===== src/rtl/pfd_pkg.sv =====
package pfd_pkg;

    typedef enum logic {
        MODE_PINS = 1'b0,
        MODE_PUMP = 1'b1
    } pfd_mode_e;

    typedef struct packed {
        logic up_n;
        logic dn_n;
        logic pump_en;
        logic pump_up;
        logic pump_dn;
    } pfd_drive_t;

endpackage


===== src/rtl/pfd_core.sv =====
module pfd_core #(
    parameter int RST_DLY = 2
) (
    input  logic clk,
    input  logic rst_n,
    input  logic ref_stb,
    input  logic fb_stb,
    output logic up_o,
    output logic dn_o,
    output logic clr_o
);
    localparam int DLY_W = (RST_DLY > 1) ? $clog2(RST_DLY) : 1;
    localparam logic [DLY_W-1:0] DLY_LAST = DLY_W'(RST_DLY - 1);

    typedef struct packed {
        logic             up;
        logic             dn;
        logic [DLY_W-1:0] cnt;
    } core_st_t;

    core_st_t st_d, st_q;
    logic     clr_d;

    always_comb begin
        st_d  = st_q;
        clr_d = 1'b0;
        if (st_q.up && st_q.dn) begin
            // overlap: strobes ignored, count down the joint reset delay
            if (st_q.cnt == DLY_LAST) begin
                clr_d = 1'b1;
                st_d  = '0;
            end else begin
                st_d.cnt = st_q.cnt + 1'b1;
            end
        end else begin
            if (ref_stb) st_d.up = 1'b1;
            if (fb_stb)  st_d.dn = 1'b1;
        end
    end

    always_ff @(posedge clk or negedge rst_n) begin
        if (!rst_n) st_q <= '0;
        else        st_q <= st_d;
    end

    assign up_o  = st_q.up;
    assign dn_o  = st_q.dn;
    assign clr_o = clr_d;
endmodule


===== src/rtl/pfd_lock_filter.sv =====
module pfd_lock_filter #(
    parameter int LOCK_THR = 3,
    parameter int LOCK_CNT = 4
) (
    input  logic clk,
    input  logic rst_n,
    input  logic err_i,
    input  logic clr_i,
    output logic lock_o
);
    localparam int WID_MAX = LOCK_THR + 1;
    localparam int WID_W   = $clog2(WID_MAX + 1);
    localparam int GOOD_W  = $clog2(LOCK_CNT + 1);
    localparam logic [WID_W-1:0]  WID_SAT  = WID_W'(WID_MAX);
    localparam logic [WID_W-1:0]  WID_LIM  = WID_W'(LOCK_THR);
    localparam logic [GOOD_W-1:0] GOOD_TOP = GOOD_W'(LOCK_CNT);

    typedef struct packed {
        logic [WID_W-1:0]  wid;
        logic [GOOD_W-1:0] good;
    } filt_st_t;

    filt_st_t st_d, st_q;

    always_comb begin
        st_d = st_q;
        if (clr_i) begin
            if (st_q.wid <= WID_LIM) begin
                if (st_q.good != GOOD_TOP) st_d.good = st_q.good + 1'b1;
            end else begin
                st_d.good = '0;
            end
            st_d.wid = '0;
        end else if (err_i && (st_q.wid != WID_SAT)) begin
            st_d.wid = st_q.wid + 1'b1;
        end
    end

    always_ff @(posedge clk or negedge rst_n) begin
        if (!rst_n) st_q <= '0;
        else        st_q <= st_d;
    end

    assign lock_o = (st_q.good == GOOD_TOP);
endmodule


===== src/rtl/pfd_out_sel.sv =====
module pfd_out_sel
    import pfd_pkg::*;
(
    input  pfd_mode_e  mode_i,
    input  logic       up_i,
    input  logic       dn_i,
    output pfd_drive_t drv_o
);
    always_comb begin
        drv_o = '{up_n: 1'b1, dn_n: 1'b1, pump_en: 1'b0, pump_up: 1'b0, pump_dn: 1'b0};
        if (mode_i == MODE_PUMP) begin
            drv_o.up_n    = 1'b0;
            drv_o.dn_n    = 1'b0;
            drv_o.pump_en = 1'b1;
            drv_o.pump_up = up_i;
            drv_o.pump_dn = dn_i;
        end else begin
            drv_o.up_n = ~up_i;
            drv_o.dn_n = ~dn_i;
        end
    end
endmodule


===== src/rtl/pfd_sel_top.sv =====
module pfd_sel_top
    import pfd_pkg::*;
#(
    parameter int RST_DLY  = 2,
    parameter int LOCK_THR = 3,
    parameter int LOCK_CNT = 4
) (
    input  logic clk,
    input  logic rst_n,
    input  logic ref_stb,
    input  logic fb_stb,
    input  logic pump_mode,
    output logic up_n,
    output logic dn_n,
    output logic pump_en,
    output logic pump_up,
    output logic pump_dn,
    output logic lock_pull_low
);
    logic       up_st, dn_st, clr_ev, raw_err, locked;
    pfd_drive_t drv;

    pfd_core #(.RST_DLY(RST_DLY)) core_i (
        .clk(clk), .rst_n(rst_n), .ref_stb(ref_stb), .fb_stb(fb_stb),
        .up_o(up_st), .dn_o(dn_st), .clr_o(clr_ev)
    );

    // NAND of the unforced active-low pins, less the joint overlap
    assign raw_err = ~((~up_st) & (~dn_st)) & ~(up_st & dn_st);

    pfd_lock_filter #(.LOCK_THR(LOCK_THR), .LOCK_CNT(LOCK_CNT)) filt_i (
        .clk(clk), .rst_n(rst_n), .err_i(raw_err), .clr_i(clr_ev), .lock_o(locked)
    );

    pfd_out_sel sel_i (
        .mode_i(pfd_mode_e'(pump_mode)), .up_i(up_st), .dn_i(dn_st), .drv_o(drv)
    );

    assign up_n          = drv.up_n;
    assign dn_n          = drv.dn_n;
    assign pump_en       = drv.pump_en;
    assign pump_up       = drv.pump_up;
    assign pump_dn       = drv.pump_dn;
    assign lock_pull_low = ~locked;
endmodule


===== config.mk =====
export PLATFORM = sky130hd
export DESIGN_NAME = pfd_sel_top
export DESIGN_NICKNAME = d
export VERILOG_FILES = /design/src/rtl/pfd_pkg.sv /design/src/rtl/pfd_core.sv /design/src/rtl/pfd_lock_filter.sv /design/src/rtl/pfd_out_sel.sv /design/src/rtl/pfd_sel_top.sv
export SDC_FILE = /design/constraint.sdc
export NUM_CORES = 1
export LEC_CHECK = 0
export CORE_AREA = 2 2 39 41
export CTS_BUF_LIST = sky130_fd_sc_hd__clkbuf_4
export CTS_CLUSTER_SIZE = 40
export DETAILED_ROUTE_END_ITERATION = 10
export DIE_AREA = 0 0 41 43
export PLACE_DENSITY = 0.73
export SYNTH_ARGS = -nofsm -noshare
export SYNTH_HDL_FRONTEND = slang
export SYNTH_SLANG_ARGS = --single-unit
export TNS_END_PERCENT = 100

===== constraint.sdc =====
create_clock -name clk -period 2.1 [get_ports clk]
set_input_delay 0.42 -clock clk [delete_from_list [all_inputs] [get_ports clk]]
set_output_delay 0.42 -clock clk [all_outputs]
set_load 0.01 [all_outputs]

# After elaboration in Yosys (flattened, before gate mapping)
# Cells that the tools add are included.
# Widths: inputs -> output; s select.
dict set report op_classes {
  n_addsub 3
  order_cmp 1
  eq_ne 5
  n_mux 13
  n_bitwise 8
  n_reduce_logical 8
}
# operator n
set op_table {}
lappend op_table {{$mux 3} 5}
lappend op_table {{$add 3x1->3 const B} 2}
lappend op_table {{$mux 2} 3}
lappend op_table {{$ne 3x3->1 const B} 2}
lappend op_table {{$reduce_and 2->1} 3}
lappend op_table {{$reduce_bool 2->1} 3}
lappend op_table {{$mux 1} 5}
lappend op_table {{$not 1->1} 5}
lappend op_table {{$and 1x1->1} 3}
lappend op_table {{$eq 3x3->1 const B} 1}
lappend op_table {{$le 3x2->1 const B} 1}
lappend op_table {{$logic_and 1x1->1} 2}
lappend op_table {{$ne 2x1->1 const B} 1}
lappend op_table {{$ne 2x2->1 const B} 1}
lappend op_table {{$add 1x1->1 const B} 1}
dict set report word_totals {
  ff_bits 9
  inputBits 5
  out_inout_bits 6
  word_cells 43
}

# Logic depth before layout (Yosys ltp)
# Gate-level depths: netlist of the first run.
dict set report logic_depth {
  ltp_word 7
  ltp_mapped 6
  depth_no_buf 6
}

# Cells and area by module
# Synthesis of the first run repeated with hierarchy kept, for this count alone.
dict set report unflattened {
  cells_unflattened 53
  hier_area_um2 533.0
}
# mod n_inst cells_per_inst area_per_inst_um2 seq_area_each_um2
set modules_own_cells {}
lappend modules_own_cells {pfd_lock_filter 1 36 379.1 150.1}
lappend modules_own_cells {pfd_core 1 10 113.9 75.1}
lappend modules_own_cells {pfd_out_sel 1 5 27.5 0.0}
lappend modules_own_cells {pfd_sel_top 1 2 12.5 0.0}

# Least setup slack after synthesis of the first run
# Ideal clock, no wire load.
dict set report synth_timing {
  path_type {flip-flop to flip-flop}
  from {reg core_i.st_q (netlist bit core_i.dn_o)}
  to {reg filt_i.st_q[2] (netlist bit)}
  setup_ps 80
  arrival_ps 1221
  t_required_ps 2020
  path_slack_ps 799
  stages_incl_launch_ff 6
  n_path_buf 1
  synth_period_minus_slack_ps 1301
  path_cell_list {dfrtp_1 -> ha_1 -> and2_4 -> buf_6 -> and4b_1 -> nor3_2}
}
dict set report synth_via {
  elab_chain_cells 3
}
# element line
set synth_rtl {}
lappend synth_rtl {{from (decl)} pfd_core.sv:21} ;# core_st_t st_d, st_q;
lappend synth_rtl {{from (signal assigned)} pfd_core.sv:43} ;# else st_q <= st_d;
lappend synth_rtl {{$logic_and 1x1->1} pfd_core.sv:27} ;# if (st_q.up && st_q.dn) begin
lappend synth_rtl {{$mux 1} pfd_core.sv:27}
lappend synth_rtl {{$reduce_and 2->1 (no source line)} -}
lappend synth_rtl {{to (signal assigned)} pfd_lock_filter.sv:41} ;# else st_q <= st_d;
lappend synth_rtl {{to (decl)} pfd_lock_filter.sv:23} ;# filt_st_t st_d, st_q;
# Every way passes these cells.
# A chain may end at the register's enable or synchronous reset.

# Worst setup path in the final report of the first run
dict set report layout_timing {
  from {in pump_mode}
  to {out pump_dn}
}
dict set report layout_via {
  elab_chain_cells 1
}
# element line
set layout_rtl {}
lappend layout_rtl {{from (decl)} pfd_sel_top.sv:12} ;# input logic pump_mode,
lappend layout_rtl {{$mux 3} pfd_out_sel.sv:11} ;# if (mode_i == MODE_PUMP) begin
lappend layout_rtl {{to (decl)} pfd_sel_top.sv:17} ;# output logic pump_dn,
# Every way passes these cells.

==> results of run 1 <==
[through the flow]
stage | worst slack, ns | instances | total power [mW] | utilization
6_report | 0.0700 | 85 | 0.963 | 0.484
5_1_grt | 0.0206 | 85 | 1.06 | 0.484
3_3_place_gp | 0.0886 | 81 | 0.810 | 0.463
4_1_cts | 0.0650 | 85 | 0.975 | 0.484
2_1_floorplan | 0.799 | 57 | 0.704 | -
3_5_place_dp | 0.0613 | 81 | 0.834 | 0.463
[registers in the layout (all words and copies together) (netlist names)]
name,flops
filt_i.st_q,6
core_i.dn_o,1
core_i.st_q,1
core_i.up_o,1
[path summary, 6_finish.rpt]
check                                from             end  cells past startpoint
min                                 rst_n  core_i.st_q[0]                      1
max reg2reg                   core_i.up_o  filt_i.st_q[4]                      4
min in group clk           core_i.st_q[0]  core_i.st_q[0]                      1
max in group asynchronous           rst_n  filt_i.st_q[4]                      1
max                             pump_mode         pump_dn                      3
min reg2reg                core_i.st_q[0]  core_i.st_q[0]                      1
[cell usage after synthesis (2+ instances only)]
master,number,area (um^2)
a21oi_1,6,30.0
nor3_2,2,20.0
inv_1,9,33.8
nor2_1,6,22.5
and2_1,3,18.8
dfrtp_1,9,225
o21ai_0,3,15.0
ha_1,6,75.1
nand3_1,2,10.0
[layer usage]
layer	GRT usage	up-vias	routed length [um]
li1	-	206	-
met1	0.138	196	428
met2	0.231	3	486
met3	0.0471	2	11
met4	0.140	0	27
met5	0	-	0
[kinds of logic after synthesis]
family          count (synthesis)  share of synthesized area
fa+ha+maj                       6                      0.139
mux                             1                     0.0186
compound gates                 11                      0.109
simple gates                   17                      0.186
xor+xnor                        2                     0.0325
buf+inv                        11                     0.0974
flops                           9                      0.418
[what timing repair did]
item	CTS	global route
buffers inserted	0	0
resized for setup	1	0
setup endpoints to repair	1	0
[power by group through the flow]
| stage | combinational (mW) | clock (mW) | sequential [mW] |
|---|---|---|---|
| floorplan | 0.385 | 0 | 0.319 |
| global placement | 0.472 | 0 | 0.338 |
| detailed placement | 0.491 | 0 | 0.343 |
| CTS | 0.488 | 0.148 | 0.340 |
| global route | 0.550 | 0.160 | 0.353 |
| finish | 0.481 | 0.142 | 0.340 |
[final cells by class]
type / instances / area (um^2) / area share
multi-input combinational: 37 / 262 / 0.391
inverter: 9 / 33.8 / 0.0505
timing repair buffer: 10 / 98.8 / 0.148
sequential: 9 / 225 / 0.336
tap: 16 / 20.0 / 0.0299
clock buffer: 4 / 30.0 / 0.0449
[layout by cell type, fill, tap and decap left out]
master and count:
a21boi_1 1, a21oi_1 6, and2_1 3, and2_4 1, and4b_1 1, clkbuf_4 4, clkdlybuf4s50_1 9, dfrtp_1 9
dlygate4sd2_1 1, ha_1 6, inv_1 9, mux2i_1 1, nand2_1 1, nand2b_1 1, nand3_1 2, nor2_1 6
nor3_2 2, o21ai_0 3, o22ai_1 1, xnor2_1 1, xor2_1 1
==> flow_summary.json, run 1 <==
{
  "port_buffers": 10,
  "yosys_warnings": 0,
  "tns_ns": 0,
  "crit_fanout": 5,
  "num_rows": 14,
  "synth_edf_count": 0,
  "ios": 11,
  "ys_async_sr_fraction": 1.00,
  "vias": 407,
  "slowest_delay_ns": 0.53,
  "drive_gt1_frac": 0.101,
  "finalClockSkew_ns": 0.00410,
  "remaining_drc_errors": 0,
  "finalCriticalPeriod_ns": 2.03,
  "internal_power_mw": 0.585,
  "synth_flop_cell": "dfrtp_1",
  "cts_htree_levels": 1,
  "grt_overflow_total": 0,
  "final_cell_area_um2": 669,
  "crit_required_ns": 1.68,
  "maxCapViolCount": 0,
  "hold_ws_ns": 0.463,
  "syn_avg_cell_area_um2": 9.46,
  "ir_drop_mv": 0.483,
  "p_switching_mw": 0.379,
  "max_freq_ghz": 0.493,
  "cpLargestDelayFamily": "buffers and inverters",
  "slowest_stage": "clkdlybuf4s50_1",
  "avgRoutedWirePerCell_um": 11.2,
  "slew_headroom": 0.724,
  "power.leakage_nw": 0.318,
  "syn_to_final_growth_pct": 24.1,
  "start_util": 0.390,
  "grtUsageTotal": 0.147,
  "worstSetupStartpointType": "primary input",
  "worst_setup_path_end_kind": "primary output",
  "p_clk_frac": 0.148,
  "switching_share": 0.393,
  "design.die.area_mm2": 0.00176,
  "ctsHoldBuffers": 0,
  "rsz0062_at_grt": "no",
  "fillCellCount": 133,
  "path_buf_inv": 2,
  "cts_tree": "done",
  "crit_type": "primary input to primary output",
  "status": "finished, final reports clean",
  "placed_area_um2": 641,
  "power.share.sequential": 0.353,
  "cts_buffers": 3,
  "r2r_slack_ns": 0.69,
  "antenna_found_initial": 0,
  "power_density_mw_per_mm2": 1440,
  "syn_nets": 68,
  "drt.antenna.violating_nets": 0,
  "clk_latency_ns": 0.25,
  "grt_max_degree": 10,
  "drv_slew": 0,
  "setup-violations-final": 0,
  "p_comb_frac": 0.499,
  "via_per_inst": 4.79,
  "syn-cell-area_um2": 539,
  "cts_root_buffer": "clkbuf_4",
  "netlist_instances": 57,
  "hold_class": "primary input to async pin",
  "clk_path_buf_depth": 2,
  "place.gp.congestion": 0.713,
  "die_h_um": 43,
  "grt_pass1_wl_um": 1640,
  "tightest_slew_ns": 0.413,
  "cts.clk_slew.worst_paths_ns": 0.06,
  "dr.pass1.iters": 2,
  "path_cells": "clkdlybuf4s50_1 -> and2_1 -> clkdlybuf4s50_1",
  "ys_types": 20,
  "drt_iter0_markers": 5,
  "antenna_cells": 0,
  "die_w_um": 41,
  "hold_viol": 0,
  "cp_common_cell": "clkdlybuf4s50_1",
  "yosysSeqAreaShare": 0.418,
  "fin_crit_sh": 0.967,
  "grt_pass1_vias": 410,
  "worst_ep_arrival_time_ns": 1.61,
  "cts.sinks": 9,
  "hpwl_um": 766,
  "coreArea_mm2": 0.00138,
  "synth-seq-cells": 9,
  "fin_nets": 81,
  "wl_um": 954
}
Note: power is estimated with default switching activity, not from simulation.
==> run 2, diff against run 1 <==
--- a/config.mk
+++ b/config.mk
@@ -10,6 +10,7 @@
 export CTS_CLUSTER_SIZE = 40
 export DETAILED_ROUTE_END_ITERATION = 10
 export DIE_AREA = 0 0 41 43
+export HOLD_SLACK_MARGIN = 0.03
 export PLACE_DENSITY = 0.73
 export SYNTH_ARGS = -nofsm -noshare
 export SYNTH_HDL_FRONTEND = slang
==> constraint.sdc (replaced) <==
create_clock -name clk -period 1.9 [get_ports clk]
set_input_delay 0.38 -clock clk [delete_from_list [all_inputs] [get_ports clk]]
set_output_delay 0.38 -clock clk [all_outputs]
set_load 0.01 [all_outputs]
==> flow_summary.json, run 2 (synthesized netlist as in run 1, its figures left out) <==
{
  "antenna_cells": 0,
  "crit_start": "filt_i.st_q[0]",
  "cts_buffers": 3,
  "crit_required_ns": 1.52,
  "cts_root_buffer": "clkbuf_4",
  "clk_latency_ns": 0.25,
  "die_w_um": 41,
  "tns_ns": 0,
  "crit_fanout": 3,
  "port_buffers": 10,
  "drt_iter0_markers": 5,
  "fin_nets": 81,
  "grt.busiest_layer": "met2",
  "path_buf_inv": 3,
  "fillCellCount": 133,
  "place.gp.congestion": 0.713,
  "worst_ep_arrival_time_ns": 1.41,
  "grt_overflow_total": 0,
  "fin_crit_sh": 0.944,
  "remaining_drc_errors": 0,
  "top_register": "filt_i.st_q",
  "hold_ws_ns": 0.423,
  "coreArea_mm2": 0.00138,
  "cts_resized": 2,
  "drt.antenna.violating_nets": 0,
  "grt_pass1_wl_um": 1640,
  "rsz0062_at_grt": "no",
  "setup-violations-final": 0,
  "path_depth": 5,
  "power_density_mw_per_mm2": 1590,
  "avgRoutedWirePerCell_um": 11.2,
  "cts_setup_buffers": 0,
  "num_rows": 14,
  "cts.clk_slew.worst_paths_ns": 0.06,
  "grtUsageTotal": 0.147,
  "slowest_stage": "dfrtp_1",
  "mostFrequentLayoutCells": "9 x inv_1, 9 x dfrtp_1, 8 x clkdlybuf4s50_1",
  "via_per_inst": 4.78,
  "grt_pass1_vias": 410,
  "dp.cells": 81,
  "power_mw": 1.07,
  "cpLargestDelayFamily": "buffers and inverters",
  "crit_type": "flop to primary output",
  "hold_class": "primary input to async pin",
  "worstSetupStartpointType": "flop",
  "slowest_delay_ns": 0.37,
  "cts.sinks": 9,
  "power.leakage_nw": 0.321,
  "cts_htree_levels": 1,
  "dr.pass1.iters": 2,
  "final_cell_area_um2": 669,
  "grt_use_met2": 0.231,
  "worst_setup_path_end_kind": "primary output",
  "largest_reg_flops": 6,
  "status": "finished, final reports clean",
  "hold_viol": 0,
  "path_cells": "inv_1 -> ha_1 -> and2_1 -> inv_1 -> clkdlybuf4s15_1",
  "place_ws_ns": -0.0587,
  "cp_common_cell": "inv_1",
  "clk_path_buf_depth": 2,
  "maxCapViolCount": 0,
  "critPathCapture": "lock_pull_low",
  "finalClockSkew_ns": 0.00410,
  "max_freq_ghz": 0.557,
  "hpwl_um": 766,
  "placed_area_um2": 641,
  "slew_headroom": 0.724,
  "drv_slew": 0,
  "grtUsageMet1": 0.138,
  "drive_gt1_frac": 0.101,
  "start_util": 0.390,
  "rr_worst_depth": 4,
  "syn_to_final_growth_pct": 24.1,
  "finalWorstSetupSlack_ns": 0.106,
  "die_h_um": 43,
  "wl_um": 954,
  "ios": 11,
  "finalCriticalPeriod_ns": 1.79,
  "r2r_slack_ns": 0.49,
  "use_met3": 0.0471,
  "r2r_start": "core_i.up_o",
  "antenna_found_initial": 0,
  "r2r_end": "filt_i.st_q[4]",
  "post-route-util": 0.484,
  "grt_max_degree": 10,
  "vias": 406,
  "cts_tree": "done",
  "ctsHoldBuffers": 0,
  "design.die.area_mm2": 0.00176,
  "tightest_slew_ns": 0.413,
  "ir_drop_mv": 0.536,
  "final_cell_count_no_fill": 85
}
## run 2: cell count changes in the layout (fill, tap and decap cells not counted), sizes merged
cell	change
clkdlybuf4s50	-1
clkdlybuf4s15	+1
## run 2: power breakdown
part	internal [mW]	switching (mW)	total, mW	leakage (nW)
clock	0.0949	0.0622	0.157	0.0184
sequential	0.286	0.0899	0.376	0.110
combinational	0.266	0.267	0.533	0.193
## run 2: worst min-delay path by stage
stage,start,endpoint,depth (start not counted)
final,rst_n,core_i.st_q[0],1
after global routing,rst_n,core_i.st_q[0],1
after CTS,rst_n,core_i.st_q[0],1
after detailed placement,core_i.st_q[0],core_i.st_q[0],1
after global placement,core_i.st_q[0],core_i.st_q[0],1
after floorplan,rst_n,core_i.dn_o,0
## run 2: per-layer routing
layer	wire length, um	vias up	part of all wire
met3	10	2	0.010
met2	485	3	0.51
li1	-	206	-
met1	429	195	0.45
met5	0	-	0
met4	27	0	0.028
## run 2: layout make-up
cell class | count | area, um^2 | share of cell area
clock buffer | 4 | 30.0 | 0.0449
sequential | 9 | 225 | 0.336
multi-input combinational | 37 | 262 | 0.391
inverter | 9 | 33.8 | 0.0505
tap | 16 | 20.0 | 0.0299
timing repair buffer | 10 | 98.8 | 0.148
